==> src/rtl/pmc_pkg.sv <==
package pmc_pkg;

   typedef enum logic [3:0] {
      M_RUN0 = 4'd0, M_RUN1 = 4'd1, M_RUN2 = 4'd2,
      M_SLP0 = 4'd3, M_SLP1 = 4'd4, M_SLP2 = 4'd5,
      M_STP0 = 4'd6, M_STP2 = 4'd7,
      M_SBY0 = 4'd8, M_SBY1 = 4'd9
   } mode_e;

   localparam logic [1:0] ULP_32K = 2'd0;
   localparam logic [1:0] ULP_4M  = 2'd1;
   localparam logic [1:0] ULP_32M = 2'd2;

   typedef struct packed {
      logic       osc_en;
      logic       mclk_fast;
      logic [1:0] ulp_rate;
   } rate_t;

   typedef struct packed {
      logic cpu_en;
      logic mclk_en;
      logic mem_en;
      logic main_en;
      logic lp_en;
      logic fast_ok;
   } gate_t;

   function automatic logic is_run(input mode_e m);
      return (m == M_RUN0) || (m == M_RUN1) || (m == M_RUN2);
   endfunction

   function automatic logic is_sleep(input mode_e m);
      return (m == M_SLP0) || (m == M_SLP1) || (m == M_SLP2);
   endfunction

   function automatic logic code_ok(input logic [3:0] c);
      return c <= 4'd9;
   endfunction

   function automatic rate_t rate_of(input mode_e m, input mode_e origin);
      rate_t r;
      r.osc_en    = 1'b0;
      r.mclk_fast = 1'b0;
      r.ulp_rate  = ULP_32K;
      case (m)
         M_RUN0, M_SLP0: begin
            r.osc_en    = 1'b1;
            r.mclk_fast = 1'b1;
            r.ulp_rate  = ULP_32M;
         end
         M_RUN1, M_SLP1: r.osc_en = 1'b1;
         M_STP0: begin
            if (origin == M_RUN0) begin
               r.osc_en   = 1'b1;
               r.ulp_rate = ULP_4M;
            end else if (origin == M_RUN1) begin
               r.osc_en = 1'b1;
            end
         end
         default: r.osc_en = 1'b0;
      endcase
      return r;
   endfunction

   function automatic gate_t gate_of(input mode_e m);
      gate_t g;
      g.cpu_en  = is_run(m);
      g.mclk_en = is_run(m) || is_sleep(m);
      g.mem_en  = is_run(m) || is_sleep(m);
      g.main_en = is_run(m) || is_sleep(m);
      g.lp_en   = (m != M_SBY1);
      g.fast_ok = (m == M_SBY1);
      return g;
   endfunction

endpackage

==> src/rtl/pmc_req_sync.sv <==
module pmc_req_sync #(
   parameter int WIDTH  = 4,
   parameter int STAGES = 2
) (
   input  logic             clk,
   input  logic             rst_n,
   input  logic [WIDTH-1:0] async_in,
   output logic [WIDTH-1:0] sync_out
);

   logic [STAGES-1:0][WIDTH-1:0] stage_q;

   generate
      for (genvar s = 0; s < STAGES; s++) begin : g_stage
         if (s == 0) begin : g_first
            always_ff @(posedge clk or negedge rst_n) begin
               if (!rst_n) stage_q[0] <= '0;
               else        stage_q[0] <= async_in;
            end
         end else begin : g_next
            always_ff @(posedge clk or negedge rst_n) begin
               if (!rst_n) stage_q[s] <= '0;
               else        stage_q[s] <= stage_q[s-1];
            end
         end
      end
   endgenerate

   assign sync_out = stage_q[STAGES-1];

endmodule

==> src/rtl/pmc_wake_filter.sv <==
module pmc_wake_filter
   import pmc_pkg::*;
#(
   parameter int N_MAIN_IRQ = 8,
   parameter int N_LP_IRQ   = 4
) (
   input  mode_e                 mode,
   input  logic [N_MAIN_IRQ-1:0] irq_main,
   input  logic [N_LP_IRQ-1:0]   irq_lp,
   output logic                  wake
);

   logic any_main;
   logic any_lp;

   assign any_main = |irq_main;
   assign any_lp   = |irq_lp;

   always_comb begin
      if (is_run(mode))        wake = 1'b0;
      else if (is_sleep(mode)) wake = any_main | any_lp;
      else                     wake = any_lp;
   end

endmodule

==> src/rtl/pmc_mode_fsm.sv <==
module pmc_mode_fsm
   import pmc_pkg::*;
(
   input  logic       clk,
   input  logic       rst_n,
   input  logic       req_valid,
   input  logic [3:0] req_mode,
   input  logic       wake,
   output mode_e      mode_q,
   output mode_e      origin_q,
   output logic       wake_pulse,
   output logic       req_err
);

   always_ff @(posedge clk or negedge rst_n) begin
      if (!rst_n) begin
         mode_q     <= M_RUN0;
         origin_q   <= M_RUN0;
         wake_pulse <= 1'b0;
         req_err    <= 1'b0;
      end else begin
         wake_pulse <= 1'b0;
         if (is_run(mode_q)) begin
            if (req_valid) begin
               if (code_ok(req_mode)) begin
                  mode_q   <= mode_e'(req_mode);
                  origin_q <= mode_q;
               end else begin
                  req_err <= 1'b1;
               end
            end
         end else begin
            if (req_valid) req_err <= 1'b1;
            if (wake) begin
               mode_q     <= origin_q;
               wake_pulse <= 1'b1;
            end
         end
      end
   end

endmodule

==> src/rtl/pmc_clk_policy.sv <==
module pmc_clk_policy
   import pmc_pkg::*;
#(
   parameter int N_LP_PERIPH = 4,
   parameter int AON_IDX     = 0
) (
   input  logic                   clk,
   input  logic                   rst_n,
   input  mode_e                  mode,
   input  mode_e                  origin,
   input  logic [N_LP_PERIPH-1:0] req_sync,
   output rate_t                  rate_q,
   output gate_t                  gate_q,
   output logic [N_LP_PERIPH-1:0] lp_en
);

   mode_e mode_d;

   always_ff @(posedge clk or negedge rst_n) begin
      if (!rst_n) begin
         rate_q <= rate_of(M_RUN0, M_RUN0);
         mode_d <= M_RUN0;
         gate_q <= gate_of(M_RUN0);
      end else begin
         rate_q <= rate_of(mode, origin);
         mode_d <= mode;
         gate_q <= gate_of(mode_d);
      end
   end

   generate
      for (genvar i = 0; i < N_LP_PERIPH; i++) begin : g_lp
         if (i == AON_IDX) begin : g_aon
            assign lp_en[i] = 1'b1;
         end else begin : g_gated
            assign lp_en[i] = gate_q.lp_en | (gate_q.fast_ok & req_sync[i]);
         end
      end
   endgenerate

endmodule

==> src/rtl/pwr_mode_ctrl.sv <==
module pwr_mode_ctrl
   import pmc_pkg::*;
#(
   parameter int N_MAIN_IRQ  = 8,
   parameter int N_LP_IRQ    = 4,
   parameter int N_LP_PERIPH = 4,
   parameter int AON_IDX     = 0,
   parameter int SYNC_STAGES = 2
) (
   input  logic                   clk,
   input  logic                   rst_n,
   input  logic                   req_valid,
   input  logic [3:0]             req_mode,
   input  logic [N_MAIN_IRQ-1:0]  irq_main,
   input  logic [N_LP_IRQ-1:0]    irq_lp,
   input  logic [N_LP_PERIPH-1:0] fast_req,
   output logic [3:0]             mode_o,
   output logic                   sysosc_en,
   output logic                   mclk_fast,
   output logic [1:0]             ulp_rate,
   output logic                   cpu_clk_en,
   output logic                   mclk_en,
   output logic                   mem_clk_en,
   output logic                   main_periph_en,
   output logic [N_LP_PERIPH-1:0] lp_periph_en,
   output logic                   wake_pulse,
   output logic                   req_err
);

   generate
      if (N_MAIN_IRQ < 1 || N_LP_IRQ < 1) begin : g_bad_irq
         $error("interrupt vectors need at least one bit");
      end
      if (N_LP_PERIPH < 1 || AON_IDX < 0 || AON_IDX >= N_LP_PERIPH) begin : g_bad_aon
         $error("AON_IDX must select an existing low-power peripheral");
      end
      if (SYNC_STAGES < 2) begin : g_bad_sync
         $error("SYNC_STAGES must be at least 2");
      end
   endgenerate

   mode_e                  mode_q;
   mode_e                  origin_q;
   logic                   wake;
   logic [N_LP_PERIPH-1:0] req_sync;
   rate_t                  rate_q;
   gate_t                  gate_q;

   pmc_wake_filter #(
      .N_MAIN_IRQ (N_MAIN_IRQ),
      .N_LP_IRQ   (N_LP_IRQ)
   ) u_wake (
      .mode     (mode_q),
      .irq_main (irq_main),
      .irq_lp   (irq_lp),
      .wake     (wake)
   );

   pmc_mode_fsm u_fsm (
      .clk        (clk),
      .rst_n      (rst_n),
      .req_valid  (req_valid),
      .req_mode   (req_mode),
      .wake       (wake),
      .mode_q     (mode_q),
      .origin_q   (origin_q),
      .wake_pulse (wake_pulse),
      .req_err    (req_err)
   );

   pmc_req_sync #(
      .WIDTH  (N_LP_PERIPH),
      .STAGES (SYNC_STAGES)
   ) u_sync (
      .clk      (clk),
      .rst_n    (rst_n),
      .async_in (fast_req),
      .sync_out (req_sync)
   );

   pmc_clk_policy #(
      .N_LP_PERIPH (N_LP_PERIPH),
      .AON_IDX     (AON_IDX)
   ) u_policy (
      .clk      (clk),
      .rst_n    (rst_n),
      .mode     (mode_q),
      .origin   (origin_q),
      .req_sync (req_sync),
      .rate_q   (rate_q),
      .gate_q   (gate_q),
      .lp_en    (lp_periph_en)
   );

   assign mode_o         = mode_q;
   assign sysosc_en      = rate_q.osc_en;
   assign mclk_fast      = rate_q.mclk_fast;
   assign ulp_rate       = rate_q.ulp_rate;
   assign cpu_clk_en     = gate_q.cpu_en;
   assign mclk_en        = gate_q.mclk_en;
   assign mem_clk_en     = gate_q.mem_en;
   assign main_periph_en = gate_q.main_en;

endmodule

==> config.mk <==
export PLATFORM = sky130hd
export DESIGN_NAME = pwr_mode_ctrl
export DESIGN_NICKNAME = d
export VERILOG_FILES = /design/src/rtl/pmc_pkg.sv /design/src/rtl/pmc_req_sync.sv /design/src/rtl/pmc_wake_filter.sv /design/src/rtl/pmc_mode_fsm.sv /design/src/rtl/pmc_clk_policy.sv /design/src/rtl/pwr_mode_ctrl.sv
export SDC_FILE = /design/constraint.sdc
export NUM_CORES = 1
export LEC_CHECK = 0
export BUFFER_PORTS_ARGS = -buffer_cell sky130_fd_sc_hd__buf_2
export CAP_MARGIN = 20
export CELL_PAD_IN_SITES_DETAIL_PLACEMENT = 0
export CELL_PAD_IN_SITES_GLOBAL_PLACEMENT = 1
export CORE_MARGIN = 5
export CORE_UTILIZATION = 40
export DETAILED_ROUTE_END_ITERATION = 6
export PLACE_DENSITY = 0.86
export SYNTH_ARGS = -nofsm -noshare
export SYNTH_HDL_FRONTEND = slang
export SYNTH_SLANG_ARGS = --single-unit
==> constraint.sdc <==
create_clock -name clk -period 4 [get_ports clk]
set_input_delay 0 -clock clk [delete_from_list [all_inputs] [get_ports clk]]
set_output_delay 0 -clock clk [all_outputs]
set_load 0.02 [all_outputs]
==> qor.txt <==
Result of the run: completed
Filler cell count: 266
Vias in the first global route: 819
Gr ovfl total: 0
Worst-margin pin slew: 0.5739 ns
Critical path start-end classification: reg -> reg
Initial antenna violation count: 0
Primary FF master, synth: dfrtp_1
Post-Syn Nets: 101
Layout Nets: 142
Slew HR: 0.6174
GRT Util Overall: 0.1109
Highest metal used: met4
Lkg Pwr: 0.6560 nW
#FFs+latches synth: 27
CTS Buf Count: 3
Die width: 62.65 µm
Ys Warns: 0
Number of diodes: 0
Flop pwr share: 0.462
Placed cell areas: 0.001286 mm²
Clock skew: 0.001603 ns
Post-synth ARST share: 1.000
EDFF count, synth: 0
Synthesized area: 0.001109 mm²
Max Clk Rate: 0.5080 GHz
H-tree Lvls: 1
TritonCTS clock tree: built
Routed len/inst: 13.21 µm
Clock sinks: 27
CTS Buffer Depth: 2
Final worst path period share: 0.4921
CP Launch Type: register
M1 wire length: 772 µm
Drt via density: 4.866
Most frequent cells in the layout: buf_2, dfrtp_1, mux2_2, dlygate4sd3_1, dfstp_2
First-pass GRT wire length: 3.477 mm
DRT iter0 DRCs: 27
Core box area: 0.002710 mm²
DRT Wirelength: 1.968 mm
Fin worst setup slack: 2.031 ns
Peak VDD IR: 0.4477 mV
RSZ-0062 raised after global routing: no
Required time of the worst setup path: 4.22 ns
Slew Viols, Final: 0
# rows: 19
Cells after Synth: 78
Largest net degree at the start of global routing: 28
Internal power: 0.6113 mW
Worst-path clk slew: 0.14 ns
Setup TNS: 0 ns
Die ar.: 0.003924 mm²
Clock network fraction of total power: 0.115
Crit path capture type: register
Hold Path Class: in -> reg
Sw Share: 0.3764
Total number of vias: 725
Sw power: 0.3690 mW
Drt drc: 0
# resized after CTS: 0
Setup Viol. Count Final: 0
IO Count: 41
Post-Layout Cell Count: 149
Clock root cell: clkbuf_4
ANT nets after route: 0
Chip height: 62.65 µm
DP Worst Slack: 2.026 ns
P per Cell Area: 718.8 mW/mm²
Met2 WL: 1.061 mm
Gpl congestion: 0.8187
Syn avg cell area: 14.21 µm²
Crit path arrival time: 2.19 ns
Starting Density: 0.4090
Distinct cell type count after synthesis: 30
Detailed Routing Iterations Pass 1: 2
Setup Fix Bufs, Post-CTS: 0
Area growth syn-to-layout: 23.03%
Max FO, Critical Path: 10
Commonest non-fill, non-tap cell in the layout: buf_2
Clk Latency, worst-skew pair: 0.32 ns
# placed instances: 140
Fin. Hold Viols: 0
Minimum clock period after layout: 1.969 ns
Max-capacitance violation count: 0
Final instance area: 0.001364 mm²
Seq/Total Area, Yosys: 0.6151
CTS Hold Buffers Added: 5
Share of cells above drive strength 1: 0.5254
Count of input and output buffers: 38
Detailed Place HPWL: 1.478 mm
Logic pwr share: 0.423
Met3 wire len: 126 µm
## cells by family (layout without fill, tap and decap cells)
| family | after synthesis | count (layout) | synth area share |
|---|---|---|---|
| other cells | 1 | 1 | 0.003383 |
| buf+inv | 9 | 49 | 0.05304 |
| xor+xnor | 1 | 1 | 0.007902 |
| simple gates | 17 | 17 | 0.09593 |
| mux | 11 | 11 | 0.1242 |
| flops | 27 | 27 | 0.6151 |
| compound gates | 12 | 12 | 0.1004 |
## power by group through the flow
stage	Combinational [mW]	Clock (mW)	Sequential [mW]
global placement	0.412	0	0.454
global route	0.447	0.132	0.472
detailed placement	0.417	0	0.460
finish	0.414	0.113	0.453
floorplan	0.318	0	0.476
CTS	0.422	0.119	0.454
## final cells by class
cell class	count	area, µm²	area share
Clock inverter	1	5.005	0.003670
Clock buffer	3	22.52	0.01651
Timing Repair Buffer	43	240.2	0.1761
Tap cell	31	38.79	0.02844
Sequential cell	27	681.9	0.5000
Inverter	2	7.507	0.005505
Multi-Input combinational cell	42	367.9	0.2697
## synth_stat cells, types with 2 or more instances
| cell type | count | area share |
|---|---|---|
| and2_1 | 2 | 0.011 |
| mux2_2 | 6 | 0.061 |
| a21o_1 | 4 | 0.027 |
| mux2_4 | 4 | 0.054 |
| dfrtp_1 | 22 | 0.50 |
| nand2_1 | 3 | 0.010 |
| nor4_1 | 3 | 0.017 |
| a211oi_1 | 2 | 0.014 |
| dfstp_2 | 5 | 0.12 |
| buf_2 | 2 | 0.0090 |
| a21oi_1 | 3 | 0.014 |
| buf_4 | 4 | 0.027 |
## per-stage QoR
stage,power (mW),util,hold WS (ns)
floorplan,0.7939,-,-0.2956
global placement,0.8658,0.4746,0.02051
detailed placement,0.8773,0.4746,0.03360
CTS,0.9952,0.5032,0.02603
global route,1.051,0.5032,0.01433
finish,0.9804,0.5032,0.04415
## sequential cells by signal (all words and copies together), names as in the netlist
| register | count |
|---|---|
| u_sync.stage_q | 3 |
| u_policy.mode_d | 4 |
| u_policy.rate_q | 3 |
| u_sync.sync_out | 3 |
| u_fsm.mode_q | 4 |
| u_fsm.origin_q | 4 |
| u_fsm.wake_pulse | 1 |
| u_policy.gate_q | 4 |
| u_fsm.req_err | 1 |
## final timing paths
kind                              startpoint            endpoint  slack, ns  cells after the start
min reg2reg                u_sync.stage_q[2]  u_sync.sync_out[2]       0.36                      0
min in group asynchronous              rst_n  u_sync.sync_out[2]       0.19                      2
max in group asynchronous              rst_n  u_policy.gate_q[5]       3.43                      2
min                              req_mode[0]     u_fsm.mode_q[0]       0.04                      3
max                          u_fsm.mode_q[1]     u_fsm.mode_q[1]       2.03                      4
max reg2reg                  u_fsm.mode_q[1]     u_fsm.mode_q[1]       2.03                      4
## worst max-delay path, cell delays in order, from the launching register on
cell and delay [ns]:
dfrtp_1 0.53, a211oi_4 0.51, inv_2 0.08, a221oi_4 0.42, mux2_4 0.33
## routing by layer
| metal | GRT usage | vias up |
|---|---|---|
| met4 | 0.03183 | 0 |
| met3 | 0.04676 | 2 |
| met1 | 0.1154 | 353 |
| met5 | 0 | - |
| met2 | 0.2008 | 21 |
| li1 | - | 349 |
Power figures use the tool's default switching activity.
